[config.mk]
export PLATFORM = sky130hd
export DESIGN_NAME = vtrap_gate
export DESIGN_NICKNAME = d
export VERILOG_FILES = /design/src/rtl/trapctl_pkg.sv /design/src/rtl/trapctl_regs.sv /design/src/rtl/wfi_timer.sv /design/src/rtl/trap_decide.sv /design/src/rtl/vtrap_gate.sv
export SDC_FILE = /design/constraint.sdc
export NUM_CORES = 1
export LEC_CHECK = 0
export ABC_AREA = 1
export BUFFER_PORTS_ARGS = -buffer_cell sky130_fd_sc_hd__buf_4
export CORE_MARGIN = 3
export CORE_UTILIZATION = 26
export DETAILED_ROUTE_END_ITERATION = 10
export PLACE_DENSITY_LB_ADDON = 0.05
export SYNTH_ARGS = -nofsm -noshare
export SYNTH_HDL_FRONTEND = slang
export SYNTH_HIERARCHICAL = 1
export SYNTH_SLANG_ARGS = --single-unit
[constraint.sdc]
create_clock -name clk -period 1.29 [get_ports clk]
set_input_delay 0.387 -clock clk [delete_from_list [all_inputs] [get_ports clk]]
set_output_delay 0.387 -clock clk [all_outputs]
set_load 0.02 [all_outputs]
[src/rtl/trapctl_pkg.sv]
package trapctl_pkg;
  typedef enum logic [1:0] {
    PRIV_U = 2'b00,
    PRIV_S = 2'b01,
    PRIV_M = 2'b11
  } priv_e;

  localparam int TVM_POS = 20;
  localparam int TW_POS  = 21;
  localparam int TSR_POS = 22;

  typedef struct packed {
    logic tsr;
    logic tw;
    logic tvm;
  } tctl_t;

  // A trap-control bit intercepts an operation only at supervisor level.
  function automatic logic s_intercept(input logic [1:0] priv, input logic ctl,
                                       input logic strobe);
    return strobe && ctl && (priv == PRIV_S);
  endfunction
endpackage

[src/rtl/trapctl_regs.sv]
module trapctl_regs
  import trapctl_pkg::*;
#(
  parameter int XLEN      = 32,
  parameter bit HAS_SMODE = 1'b1
) (
  input  logic            clk,
  input  logic            rst_n,
  input  logic            we_i,
  input  logic [XLEN-1:0] wdata_i,
  output tctl_t           ctl_o
);
  logic unused_wdata;
  assign unused_wdata = ^{wdata_i[XLEN-1:TSR_POS+1], wdata_i[TVM_POS-1:0]};

  generate
    if (HAS_SMODE) begin : g_store
      always_ff @(posedge clk or negedge rst_n) begin
        if (!rst_n) ctl_o <= '0;
        else if (we_i) begin
          ctl_o.tvm <= wdata_i[TVM_POS];
          ctl_o.tw  <= wdata_i[TW_POS];
          ctl_o.tsr <= wdata_i[TSR_POS];
        end
      end


      write_lands_chk: assert property (@(posedge clk) disable iff (!rst_n)
        we_i |=> (ctl_o == {$past(wdata_i[TSR_POS]), $past(wdata_i[TW_POS]),
                            $past(wdata_i[TVM_POS])}));
    end else begin : g_zero
      logic unused_clk;
      assign unused_clk = ^{clk, rst_n, we_i, wdata_i[TSR_POS:TVM_POS]};
      assign ctl_o = '0;
    end
  endgenerate
endmodule

[src/rtl/wfi_timer.sv]
module wfi_timer #(
  parameter int WAIT_LIMIT = 4
) (
  input  logic clk,
  input  logic rst_n,
  input  logic wfi_i,
  input  logic irq_i,
  input  logic timed_i,
  output logic done_o,
  output logic stall_o,
  output logic expire_o
);
  localparam int CNT_W = $clog2(WAIT_LIMIT + 2);
  localparam logic [CNT_W-1:0] LIM = CNT_W'(WAIT_LIMIT);
  localparam bit ZERO_LIM = (WAIT_LIMIT == 0);

  logic [CNT_W-1:0] cnt;

  // With a zero limit the timed case traps before any interrupt can finish it.
  assign done_o   = wfi_i && irq_i && !(timed_i && ZERO_LIM);
  assign expire_o = wfi_i && timed_i && (cnt == LIM) && (ZERO_LIM || !irq_i);
  assign stall_o  = wfi_i && !done_o && !expire_o;

  always_ff @(posedge clk or negedge rst_n) begin
    if (!rst_n) cnt <= '0;
    else if (!wfi_i || done_o || expire_o) cnt <= '0;
    else if (cnt != LIM) cnt <= cnt + 1'b1;
  end


  cnt_range_chk: assert property (@(posedge clk) disable iff (!rst_n) cnt <= LIM);

  expire_clears_chk: assert property (@(posedge clk) disable iff (!rst_n)
    (expire_o || done_o) |=> (cnt == '0));

  done_stall_excl_chk: assert property (@(posedge clk) disable iff (!rst_n)
    !(done_o && stall_o) && (wfi_i || (!done_o && !stall_o)));
endmodule

[src/rtl/trap_decide.sv]
module trap_decide
  import trapctl_pkg::*;
(
  input  logic [1:0] priv_i,
  input  tctl_t      ctl_i,
  input  logic       satp_acc_i,
  input  logic       sfence_i,
  input  logic       sret_i,
  input  logic       wfi_expire_i,
  output logic       timed_o,
  output logic       illegal_o
);
  assign timed_o = (priv_i == PRIV_S) && ctl_i.tw;

  always_comb begin
    illegal_o = s_intercept(priv_i, ctl_i.tvm, satp_acc_i | sfence_i)
              | s_intercept(priv_i, ctl_i.tsr, sret_i)
              | wfi_expire_i;
  end
endmodule

[src/rtl/vtrap_gate.sv]
module vtrap_gate
  import trapctl_pkg::*;
#(
  parameter int XLEN       = 32,
  parameter bit HAS_SMODE  = 1'b1,
  parameter int WAIT_LIMIT = 4
) (
  input  logic            clk,
  input  logic            rst_n,
  input  logic [1:0]      priv_i,
  input  logic            satp_acc_i,
  input  logic            sfence_i,
  input  logic            sret_i,
  input  logic            wfi_i,
  input  logic            irq_pend_i,
  input  logic            status_we_i,
  input  logic [XLEN-1:0] status_wdata_i,
  output logic            illegal_o,
  output logic            wfi_stall_o,
  output logic            wfi_done_o,
  output logic            tvm_o,
  output logic            tw_o,
  output logic            tsr_o
);
  tctl_t ctl;
  logic  timed, wfi_expire;

  trapctl_regs #(.XLEN(XLEN), .HAS_SMODE(HAS_SMODE)) u_regs (
    .clk(clk), .rst_n(rst_n), .we_i(status_we_i), .wdata_i(status_wdata_i),
    .ctl_o(ctl)
  );

  trap_decide u_decide (
    .priv_i(priv_i), .ctl_i(ctl), .satp_acc_i(satp_acc_i), .sfence_i(sfence_i),
    .sret_i(sret_i), .wfi_expire_i(wfi_expire), .timed_o(timed),
    .illegal_o(illegal_o)
  );

  wfi_timer #(.WAIT_LIMIT(WAIT_LIMIT)) u_timer (
    .clk(clk), .rst_n(rst_n), .wfi_i(wfi_i), .irq_i(irq_pend_i),
    .timed_i(timed), .done_o(wfi_done_o), .stall_o(wfi_stall_o),
    .expire_o(wfi_expire)
  );

  assign tvm_o = ctl.tvm;
  assign tw_o  = ctl.tw;
  assign tsr_o = ctl.tsr;


  s_only_chk: assert property (@(posedge clk) disable iff (!rst_n)
    illegal_o |-> (priv_i == PRIV_S));

  no_smode_chk: assert property (@(posedge clk) disable iff (!rst_n)
    !HAS_SMODE |-> (!illegal_o && !tvm_o && !tw_o && !tsr_o));
endmodule

==> flow_summary_export.csv <==
group,metric,value,unit
run_status,status,"finished, violations left",
run_status,violations,"negative setup slack",
layout,final-instance-count-excl-fill,98,
die,die-area,1869,µm²
layout,multi_input_area,200.2,µm²
yosys,synthCells,53,
yosys,synth.distinct_cells,11,
detailed_routing,wl_per_cell,8.827,µm
placement,port_buffers,18,
global_route,met1_usage,0.1345,
die,core_area,1201,µm²
timing,post-route-period-util,1.266,
placement,gp_congestion,0.7431,
yosys,yosys_register_bits,6,
timing,hold_violations,0,
yosys,synth_area_per_cell,6.799,µm²
clock_network,clock-sinks,6,
timing,slew_headroom,0.9178,
detailed_routing,wl,865,µm
timing,setup_viol,2,
timing,slew_violations,0,
yosys,synthesis.area,360.3,µm²
pwr,leakagePower,0.3733,nW
detailed_routing,vias_per_cell,4.133,
global_route,grt_max_degree,7,
global_route,grt_pass1_wl,1455,µm
yosys,ys_warn_count,6,
detailed_routing,drt_iter0_markers,9,
yosys,synth_top_cell_by_area,"dfrtp_1",
clock_network,clk_pin_slew,0.05,ns
die,start_util,0.3000,
worst_setup_path,r2r_cells,6,
layout,final_common_cell,"buf_4",
global_route,grt_pass1_vias,372,
global_route,met3_usage,0.01695,
clock_network,htreeDepth,1,
layout,syn_to_final_growth,83.33,%
pwr,irDropWorstVdd,0.0003921,V
layout,n_fill_cell,124,
timing,tightest_slew,0.1226,ns
global_route,met2_usage,0.1445,
clock_network,cts_tree,"yes",
layout,drive_gt1_frac,0.4643,
placement,placedCellCount,91,
global_route,track_usage,0.1064,
die,die_h,43.23,µm
clock_network,cts_root_buf,"clkbuf_4",
layout,n_antenna_cell,0,
clock_network,clk_latency,0.25,ns
timing,clock.fmax,612.5,MHz
worst_setup_path,critPathKind,"flop to output port",
global_route,grt_overflow_total,0,
layout,mostFrequentLayoutCells,"buf_4 (23), nand2_1 (19), inv_1 (9)",
worst_setup_path,cp-end-kind,"output port",
detailed_routing,antenna_left,0,
min_path,hp-class,"input pin to flop",
timing,fin_skew,0.004260,ns
die,rows,12,
pwr,p_per_area,833.1,nW/µm²
worst_setup_path,startpoint_type,"flop",
yosys,syn_nets,97,
clock_network,cts_made_buffers,3,
timing,rsz0062_at_grt,"yes",
min_path,min_delay_path_depth,3,
worst_setup_path,worstPathArrival,1.25,ns
die,dieWidth,43.23,µm
pwr,total_power,0.0005504,W
yosys,synth_top_area_frac,0.4167,
flow_run,cap_violations,0,
timing,layout_min_cycle_time,1.633,ns
yosys,seq_area_frac_synth,0.4167,
layout,nets,129,
yosys,synthTopCellsByArea,"dfrtp_1 (42%), nand2_1 (20%), inv_1 (13%)",
detailed_routing,drc,0,
worst_setup_path,cp_max_fo,2,
worst_setup_path,cp.required,0.90,ns
detailed_routing,firstDrtPassIters,4,
global_route,top_usage_layer,"met2",
placement,hpwl,696.6,µm
clock_network,cts_max_path_buffers,2,
die,io_pins,48,
global_route,grt_antenna_before_repair,0,
detailed_routing,vias,405,
timing,finalWorstSetupSlack,-0.3428,ns
layout,final-seq-area,151.4,µm²
-- layout make-up --
class | instances | area share
Multi-Input combinational cell | 34 | 0.3030
Sequential cell | 6 | 0.2292
Clock buffer | 4 | 0.03977
Timing Repair Buffer | 27 | 0.3277
Inverter | 13 | 0.07386
Tap cell | 14 | 0.02652
-- state kept, by name, summed over array words and instances (netlist names) --
register / cells
u_timer/cnt: 3
u_regs/ctl_o: 3
-- worst paths after layout --
| kind | endpoint | from | slack, ns |
|---|---|---|---|
| min reg2reg | u_regs/ctl_o[0] | u_regs/ctl_o[0] | 0.51 |
| min | u_regs/ctl_o[1] | status_wdata_i[21] | 0.34 |
| max reg2reg | u_timer/cnt[2] | u_timer/cnt[1] | 0.17 |
| min in group asynchronous | u_regs/ctl_o[2] | rst_n | 0.47 |
| max in group asynchronous | u_regs/ctl_o[1] | rst_n | 0.69 |
| max | illegal_o | u_timer/cnt[0] | -0.34 |
-- routing by layer --
layer | vias to the layer above | routed length, µm
met5 | - | 0
met1 | 171 | 381
li1 | 220 | -
met3 | 2 | 54
met2 | 12 | 407
met4 | 0 | 21
-- cells in the mapped netlist --
| master | count |
|---|---|
| nand2_1 | 19 |
| inv_1 | 12 |
| dfrtp_1 | 6 |
| nand3_1 | 5 |
| nor2_1 | 3 |
| a21oi_1 | 2 |
| ha_1 | 2 |
| and3_2 | 1 |
| inv_2 | 1 |
| nand4_1 | 1 |
| nor3_1 | 1 |
-- power breakdown --
part	switching, W	leakage [nW]	internal (W)
registers	0.00000902	0.0762	0.000201
logic	0.0000674	0.282	0.0000831
clock network	0.0000728	0.0150	0.000117
total	0.000149	0.373	0.000401
-- stage by stage --
stage | instance area, µm² | setup WS [ns] | setup TNS [ns] | hold WS, ns | util
floorplan | 379.1 | -0.06524 | -0.09255 | 0.09141 | -
global placement | 576.8 | -0.2927 | -0.4571 | 0.1962 | 0.4802
detailed placement | 576.8 | -0.2837 | -0.4514 | 0.1966 | 0.4802
CTS | 641.9 | -0.4092 | -0.7136 | 0.3311 | 0.5344
global route | 660.6 | -0.4142 | -0.7684 | 0.3555 | 0.5500
finish | 660.6 | -0.3428 | -0.6169 | 0.3388 | 0.5500
-- what timing repair did --
item                       CTS  global route
hold endpoints to repair     6             0
gates cloned                 0             0
hold buffers                 1             0
setup endpoints to repair    3             3
gates resized for setup      5             3
pin swaps                    3             2
buffers inserted             1             2
-- worst max-delay path, cell delays in order (launching register included) --
cell	delay, ns
dfrtp_1	0.39
inv_2	0.08
ha_4	0.14
nand3_4	0.06
nor3_2	0.10
inv_1	0.06
nand3_2	0.06
buf_6	0.11
-- cell families (layout without fill, tap and decap cells) --
| group | count (synthesis) | count (layout) | synth area share |
|---|---|---|---|
| AO/OA/AOI/OAI | 2 | 2 | 0.02778 |
| adder cells (fa/ha/maj) | 2 | 2 | 0.06943 |
| buffers and inverters | 13 | 44 | 0.1354 |
| flip-flops | 6 | 6 | 0.4167 |
| AND/OR/NAND/NOR | 30 | 30 | 0.3507 |
Power figures use the tool's default switching activity.
